File: config.mk
export PLATFORM = sky130hd
export DESIGN_NAME = dndma_engine
export DESIGN_NICKNAME = d
export VERILOG_FILES = /design/src/rtl/dndma_pkg.sv /design/src/rtl/dndma_walker.sv /design/src/rtl/dndma_ctl.sv /design/src/rtl/dndma_engine.sv
export SDC_FILE = /design/constraint.sdc
export NUM_CORES = 1
export LEC_CHECK = 0
export ABC_AREA = 1
export BUFFER_PORTS_ARGS = -buffer_cell sky130_fd_sc_hd__buf_2
export CAP_MARGIN = 20
export CORE_MARGIN = 2
export CORE_UTILIZATION = 45
export DETAILED_ROUTE_END_ITERATION = 8
export PLACE_DENSITY = 0.73
export SYNTH_ARGS = -nofsm -noshare
export SYNTH_HDL_FRONTEND = slang
export SYNTH_SLANG_ARGS = --single-unit
File: constraint.sdc
create_clock -name clk -period 3.8 [get_ports clk]
set_clock_uncertainty 0.2 [all_clocks]
set_input_delay 0.38 -clock clk [delete_from_list [all_inputs] [get_ports clk]]
set_output_delay 0.38 -clock clk [all_outputs]
set_load 0.02 [all_outputs]
File: src/rtl/dndma_pkg.sv
package dndma_pkg;

  typedef enum logic [1:0] {
    CMD_STALL   = 2'd0,
    CMD_UNSTALL = 2'd1,
    CMD_RESET   = 2'd2,
    CMD_ACK     = 2'd3
  } dn_cmd_e;

  typedef enum logic [3:0] {
    W_IDLE, W_HEAD, W_CTL, W_BADR, W_BLEN, W_DRD, W_DWR, W_TAIL, W_LINK
  } walk_st_e;

  localparam int unsigned LAST_BIT = 31;

  // ceil(bytes/4) over the low len_w bits of a length word
  function automatic logic [31:0] frag_words(input logic [31:0] w, input int unsigned len_w);
    logic [31:0] m;
    m = w & ((32'd1 << len_w) - 32'd1);
    return (m + 32'd3) >> 2;
  endfunction

  function automatic logic frag_is_last(input logic [31:0] w);
    return w[LAST_BIT];
  endfunction

endpackage

File: src/rtl/dndma_walker.sv
module dndma_walker
  import dndma_pkg::*;
#(
  parameter int unsigned AW      = 32,
  parameter int unsigned LEN_W   = 13,
  parameter int unsigned IRQ_BIT = 0
) (
  input  logic          clk,
  input  logic          rst_n,
  input  logic          flush,
  input  logic          hold,
  input  logic          lp_wr_en,
  input  logic [AW-1:0] lp_wr_data,
  output logic [AW-1:0] list_ptr,
  output logic          mem_req,
  output logic [AW-1:0] mem_addr,
  input  logic          mem_rvalid,
  input  logic [31:0]   mem_rdata,
  output logic          fifo_wvalid,
  input  logic          fifo_wready,
  output logic [31:0]   fifo_wdata,
  output logic          fifo_wlast,
  output logic          at_safe,
  output logic          desc_done,
  output logic          irq_set,
  output logic          link_null
);
  localparam int unsigned CNT_W = LEN_W - 1;

  walk_st_e        st;
  logic            wait_rsp;
  logic            ctl_irq;
  logic            last_flag;
  logic [AW-1:0]   buf_ptr;
  logic [CNT_W-1:0] words_left;
  logic [31:0]     data_q;
  logic            rsp;
  logic [CNT_W-1:0] len_words;
  logic            fetching;

  assign rsp       = wait_rsp && mem_rvalid;
  assign len_words = CNT_W'(frag_words(mem_rdata, LEN_W));
  assign fetching  = (st == W_CTL) || (st == W_BADR) || (st == W_BLEN) ||
                     (st == W_DRD) || (st == W_LINK);

  always_comb begin
    unique case (st)
      W_CTL:   mem_addr = list_ptr + AW'(4);
      W_BADR:  mem_addr = list_ptr + AW'(8);
      W_BLEN:  mem_addr = list_ptr + AW'(12);
      W_DRD:   mem_addr = buf_ptr;
      default: mem_addr = list_ptr;
    endcase
  end

  assign mem_req     = fetching && !wait_rsp;
  assign fifo_wvalid = (st == W_DWR);
  assign fifo_wdata  = data_q;
  assign fifo_wlast  = (st == W_DWR) && last_flag && (words_left == CNT_W'(1));
  assign at_safe     = (st == W_IDLE) || (st == W_HEAD) || (st == W_TAIL);
  assign desc_done   = ((st == W_BLEN) && rsp && (len_words == '0)) ||
                       ((st == W_DWR) && fifo_wready && (words_left == CNT_W'(1)));
  assign irq_set     = desc_done && ctl_irq;
  assign link_null   = (st == W_LINK) && rsp && (mem_rdata[AW-1:0] == '0);

  always_ff @(posedge clk or negedge rst_n) begin
    if (!rst_n) begin
      st         <= W_IDLE;
      wait_rsp   <= 1'b0;
      list_ptr   <= '0;
      ctl_irq    <= 1'b0;
      last_flag  <= 1'b0;
      buf_ptr    <= '0;
      words_left <= '0;
      data_q     <= '0;
    end else if (flush) begin
      st       <= W_IDLE;
      wait_rsp <= 1'b0;
      list_ptr <= '0;
    end else begin
      if (mem_req) wait_rsp <= 1'b1;
      if (rsp)     wait_rsp <= 1'b0;
      unique case (st)
        W_IDLE: if (lp_wr_en && lp_wr_data != '0) begin
          list_ptr <= lp_wr_data;
          st       <= W_HEAD;
        end
        W_HEAD: if (!hold) st <= W_CTL;
        W_CTL: if (rsp) begin
          ctl_irq <= mem_rdata[IRQ_BIT];
          st      <= W_BADR;
        end
        W_BADR: if (rsp) begin
          buf_ptr <= mem_rdata[AW-1:0];
          st      <= W_BLEN;
        end
        W_BLEN: if (rsp) begin
          words_left <= len_words;
          last_flag  <= frag_is_last(mem_rdata);
          st         <= (len_words == '0) ? W_TAIL : W_DRD;
        end
        W_DRD: if (rsp) begin
          data_q <= mem_rdata;
          st     <= W_DWR;
        end
        W_DWR: if (fifo_wready) begin
          buf_ptr    <= buf_ptr + AW'(4);
          words_left <= words_left - CNT_W'(1);
          st         <= (words_left == CNT_W'(1)) ? W_TAIL : W_DRD;
        end
        W_TAIL: if (!hold) st <= W_LINK;
        W_LINK: if (rsp) begin
          list_ptr <= mem_rdata[AW-1:0];
          st       <= (mem_rdata[AW-1:0] == '0) ? W_IDLE : W_HEAD;
        end
        default: st <= W_IDLE;
      endcase
    end
  end
endmodule

File: src/rtl/dndma_ctl.sv
module dndma_ctl
  import dndma_pkg::*;
(
  input  logic       clk,
  input  logic       rst_n,
  input  logic       cmd_valid,
  input  logic [1:0] cmd_code,
  input  logic       at_safe,
  input  logic       irq_set,
  output logic       flush,
  output logic       hold,
  output logic       cmd_busy,
  output logic       stalled,
  output logic       dn_irq
);
  logic stall_pend;
  logic is_stall, is_unstall, is_ack;

  assign is_stall   = cmd_valid && (dn_cmd_e'(cmd_code) == CMD_STALL);
  assign is_unstall = cmd_valid && (dn_cmd_e'(cmd_code) == CMD_UNSTALL);
  assign is_ack     = cmd_valid && (dn_cmd_e'(cmd_code) == CMD_ACK);
  assign flush      = cmd_valid && (dn_cmd_e'(cmd_code) == CMD_RESET);

  assign hold     = stall_pend;
  assign stalled  = stall_pend && at_safe;
  assign cmd_busy = stall_pend && !at_safe;

  always_ff @(posedge clk or negedge rst_n) begin
    if (!rst_n) begin
      stall_pend <= 1'b0;
      dn_irq     <= 1'b0;
    end else begin
      if (is_stall)               stall_pend <= 1'b1;
      if (is_unstall || flush)    stall_pend <= 1'b0;
      if (irq_set)                dn_irq     <= 1'b1;
      else if (is_ack)            dn_irq     <= 1'b0;
    end
  end
endmodule

File: src/rtl/dndma_engine.sv
module dndma_engine
  import dndma_pkg::*;
#(
  parameter int unsigned AW      = 32,
  parameter int unsigned LEN_W   = 13,
  parameter int unsigned IRQ_BIT = 0
) (
  input  logic          clk,
  input  logic          rst_n,
  input  logic          lp_wr_en,
  input  logic [AW-1:0] lp_wr_data,
  output logic [AW-1:0] list_ptr,
  input  logic          cmd_valid,
  input  logic [1:0]    cmd_code,
  output logic          cmd_busy,
  output logic          stalled,
  output logic          dn_irq,
  output logic          mem_req,
  output logic [AW-1:0] mem_addr,
  input  logic          mem_rvalid,
  input  logic [31:0]   mem_rdata,
  output logic          fifo_wvalid,
  input  logic          fifo_wready,
  output logic [31:0]   fifo_wdata,
  output logic          fifo_wlast
);
  logic flush, hold, at_safe, desc_done, irq_set, link_null;

  dndma_ctl u_ctl (
    .clk(clk), .rst_n(rst_n), .cmd_valid(cmd_valid), .cmd_code(cmd_code),
    .at_safe(at_safe), .irq_set(irq_set), .flush(flush), .hold(hold),
    .cmd_busy(cmd_busy), .stalled(stalled), .dn_irq(dn_irq)
  );

  dndma_walker #(.AW(AW), .LEN_W(LEN_W), .IRQ_BIT(IRQ_BIT)) u_walk (
    .clk(clk), .rst_n(rst_n), .flush(flush), .hold(hold),
    .lp_wr_en(lp_wr_en), .lp_wr_data(lp_wr_data), .list_ptr(list_ptr),
    .mem_req(mem_req), .mem_addr(mem_addr), .mem_rvalid(mem_rvalid),
    .mem_rdata(mem_rdata), .fifo_wvalid(fifo_wvalid), .fifo_wready(fifo_wready),
    .fifo_wdata(fifo_wdata), .fifo_wlast(fifo_wlast), .at_safe(at_safe),
    .desc_done(desc_done), .irq_set(irq_set), .link_null(link_null)
  );
endmodule

==> impl_metrics.tcl <==
set metrics [dict create \
    synthMuxAreaShare 0 \
    synth_top_family_by_area "simple AND/OR/NAND/NOR gates" \
    die_area_mm2 0.02078 \
    cp_max_fo 6 \
    cp-start-kind "register" \
    rsz0062_at_grt "false" \
    viasPerCell 5.717 \
    syn_inst 1342 \
    cts_sinks 117 \
    drive_above_1_share 0.1847 \
    rows 51 \
    internal_power_mw 4.326 \
    synthAdderAreaFrac 0.009341 \
    min_path_type "in2reg" \
    dr.pass1.iters 6 \
    cts_made_buffers 17 \
    postRouteAntennaNets 0 \
    grt_pass1_vias 9177 \
    combPwrFrac 0.508 \
    diodes 0 \
    regArea_mm2 0.002928 \
    cts_buffer_depth 2 \
    place_ws_ps 570.5 \
    groute.usage.overall 0.3240 \
    synth.avg_cell_area_um2 6.588 \
    finalSetupViolations 0 \
    critPathRequiredTime_ps 3220 \
    slew-limit-headroom 0.3011 \
    grt_pass1_wl_um 50650 \
    die_w_um 144.2 \
    drt_wl_total_um 33480 \
    synth-main-ff-cell "dfrtp_1" \
    dp_hpwl_um 25410 \
    fmax_ghz 0.2781 \
    area_delta_synth_final_pct 19.15 \
    leakage_nw 5.124 \
    hold_path_depth 4 \
    crit_chain "nor2_4, nand2_2, inv_2, fa_1, nand2_1, nor2_1, nand2_2, nor2_1, inv_1, o21ai_1, a22oi_1, o21ai_0, buf_2" \
    crit_cells 13 \
    vias 10120 \
    wl_per_cell_um 18.92 \
    worst-r2r-cell-count 11 \
    syn_area_mm2 0.008841 \
    ys_seq_area_frac 0.3312 \
    worst_pin_slew_ps 1045 \
    cts_root_buffer "clkbuf_16" \
    fin_ws_ps 204.1 \
    synth_compound_area_frac 0.1986 \
    synth_xor_area_frac 0.01882 \
    die_h_um 144.2 \
    crit_family "simple AND/OR/NAND/NOR gates" \
    synth_nets 1420 \
    globalRouteOverflowTotal 0 \
    p_switching_mw 4.585 \
    crit_type "reg2out" \
    cp.buffers_inverters 3 \
    sw_frac_of_total 0.5145 \
    synth-edff-count 0 \
    port_buffers 173 \
    cpMaxStageDelayCell "dfrtp_1" \
    clock_power_share 0.196 \
    cts-htree-levels 4 \
    multi_input_area_mm2 0.005014 \
    powerDensity_mw_per_mm2 845.9 \
    fin_setup_tns_ps 0 \
    tritoncts "done" \
    slew_violations 0 \
    clock_latency_ps 430 \
    layout.nets 1570 \
    ir_worst_vdd_mv 0.4079 \
    slowest_delay_ps 460 \
    gp_congestion 0.9839 \
    nFillCells 1998 \
    io-pin-count 174 \
    cts_setup_buffers 0 \
    finalCritPeriodShare 0.9463 \
    placed_area_mm2 0.009866 \
    pwr-share-seq 0.297 \
    hold_viol_final 0 \
    status "completed" \
    yosysWarnings 0 \
    synth_simple_gate_area_frac 0.3387 \
    drc_errors 0 \
    final_common_cell "nand2_1" \
    core_mm2 0.01940 \
    maxCapViolCount 0 \
    synth_seq_cells 117 \
    async_reset_ff_frac 1.000 \
    drt_iter0_markers 976 \
    finalInstanceArea_mm2 0.01053 \
    initial_utilization 0.4558 \
    arrival_ps 3020 \
    endpoint_kind "primary output" \
    path_clk_slew_ps 60 \
    grt_max_degree 65 \
    antenna_found_initial 0 \
    power.total_mw 8.910 \
    synth_cell_types 51 \
    final_cell_mix "358 x nand2_1, 172 x buf_2, 156 x inv_1" \
    period_minus_slack_ps 3596 \
]
## worst register-to-register path, stage by stage (launching register included)
cell     delay (ps)
dfrtp_1         490
nor2_4          170
nand2_1         140
nor2_4          430
buf_4           510
o21ai_1         170
o31ai_1          90
nor2_1           70
nand2_1         170
nor2_1          100
nand2_1          70
nand2_1          50
## per-stage QoR
stage	utilization	std cells	hold WS, ps
final	0.5430	1770	88.04
after global routing	0.5430	1770	108.8
after CTS	0.5426	1770	87.01
after detailed placement	0.5086	1735	264.7
after global placement	0.5086	1735	264.7
after floorplan	-	1342	-115.6
## flip-flops by register name (all words and copies together) (netlist names)
register	count
u_ctl.dn_irq	1
u_ctl.hold	1
u_walk.buf_ptr	32
u_walk.ctl_irq	1
u_walk.fifo_wdata	32
u_walk.last_flag	1
u_walk.list_ptr	32
u_walk.st	4
u_walk.wait_rsp	1
u_walk.words_left	12
## path summary, 6_finish.rpt
kind                                                start                         endpoint  slack (ps)
max                              u_walk.st[3]$_DFFE_PN0P_                     mem_addr[12]         200
min                                           cmd_code[0]         u_ctl.dn_irq$_DFFE_PN0P_          90
max reg2reg                      u_walk.st[1]$_DFFE_PN0P_         u_walk.st[0]$_DFFE_PN0P_        1040
min reg2reg                u_walk.buf_ptr[31]$_DFFE_PN0P_   u_walk.buf_ptr[31]$_DFFE_PN0P_         280
max in group asynchronous                           rst_n  u_walk.list_ptr[15]$_DFFE_PN0P_        2250
min in group asynchronous                           rst_n         u_walk.st[2]$_DFFE_PN0P_         360
## synth_stat cells, types with 2 or more instances
library cell | number | area [um2]
xnor2_1 | 2 | 17.52
o22ai_1 | 2 | 12.51
o21ai_0 | 119 | 595.6
o21ai_2 | 8 | 70.07
a211oi_1 | 12 | 90.09
nand3b_1 | 3 | 22.52
nand4_1 | 33 | 206.5
nor2_4 | 7 | 78.83
inv_1 | 156 | 585.6
buf_6 | 2 | 22.52
clkbuf_1 | 19 | 71.32
nor2_2 | 7 | 43.79
o31ai_1 | 3 | 22.52
nor2_1 | 134 | 503.0
nor3_2 | 2 | 20.02
nor3_1 | 20 | 100.1
a22oi_1 | 8 | 60.06
a21oi_1 | 61 | 305.3
nand2_2 | 7 | 43.79
a31oi_1 | 4 | 25.02
nor4_1 | 8 | 50.05
o211ai_1 | 24 | 180.2
dfrtp_1 | 117 | 2928
o2111ai_1 | 18 | 157.7
xor2_1 | 17 | 148.9
a21oi_2 | 10 | 87.58
inv_2 | 8 | 30.03
nand2_1 | 360 | 1351
ha_1 | 5 | 62.56
buf_2 | 29 | 145.1
o21ai_1 | 20 | 100.1
and3_1 | 2 | 12.51
nand3_1 | 92 | 460.4
buf_4 | 6 | 45.04
## power by group through the flow
stage               combinational, mW  sequential (mW)  clock [mW]
floorplan                        2.73             2.71           0
global placement                 4.38             2.61           0
global route                     4.92             2.72        1.80
finish                           4.53             2.64        1.74
detailed placement               4.45             2.62           0
CTS                              4.47             2.60        1.75
## cells by family (layout without fill, tap and decap cells)
| family | Yosys count | in the layout |
|---|---|---|
| AND/OR/NAND/NOR | 683 | 683 |
| AO/OA/AOI/OAI | 294 | 294 |
| buffers and inverters | 223 | 386 |
| flip-flops | 117 | 117 |
| XOR/XNOR | 19 | 19 |
| adder cells (fa/ha/maj) | 6 | 6 |
## final cells by class
class,count,share of cell area
Tap cell,265,0.03148
Clock buffer,18,0.04074
Multi-Input combinational cell,1002,0.4759
Sequential cell,117,0.2779
Inverter,165,0.05903
Clock inverter,14,0.01912
Timing Repair Buffer,189,0.09574
## per-layer routing
metal	vias to the layer above	part of all wire	GRT usage
li1	4763	-	-
met1	4755	0.43	0.4492
met2	527	0.45	0.5063
met3	74	0.094	0.06225
met4	0	0.030	0.1175
met5	-	0	0
## timing repair
item | 4_1_cts | 5_1_grt
setup endpoints to repair | 0 | 4
hold buffers | 3 | 0
gates resized for setup | 0 | 3
endpoints found under the hold margin | 58 | 0
No activity file was read; power rests on OpenSTA's default activity.
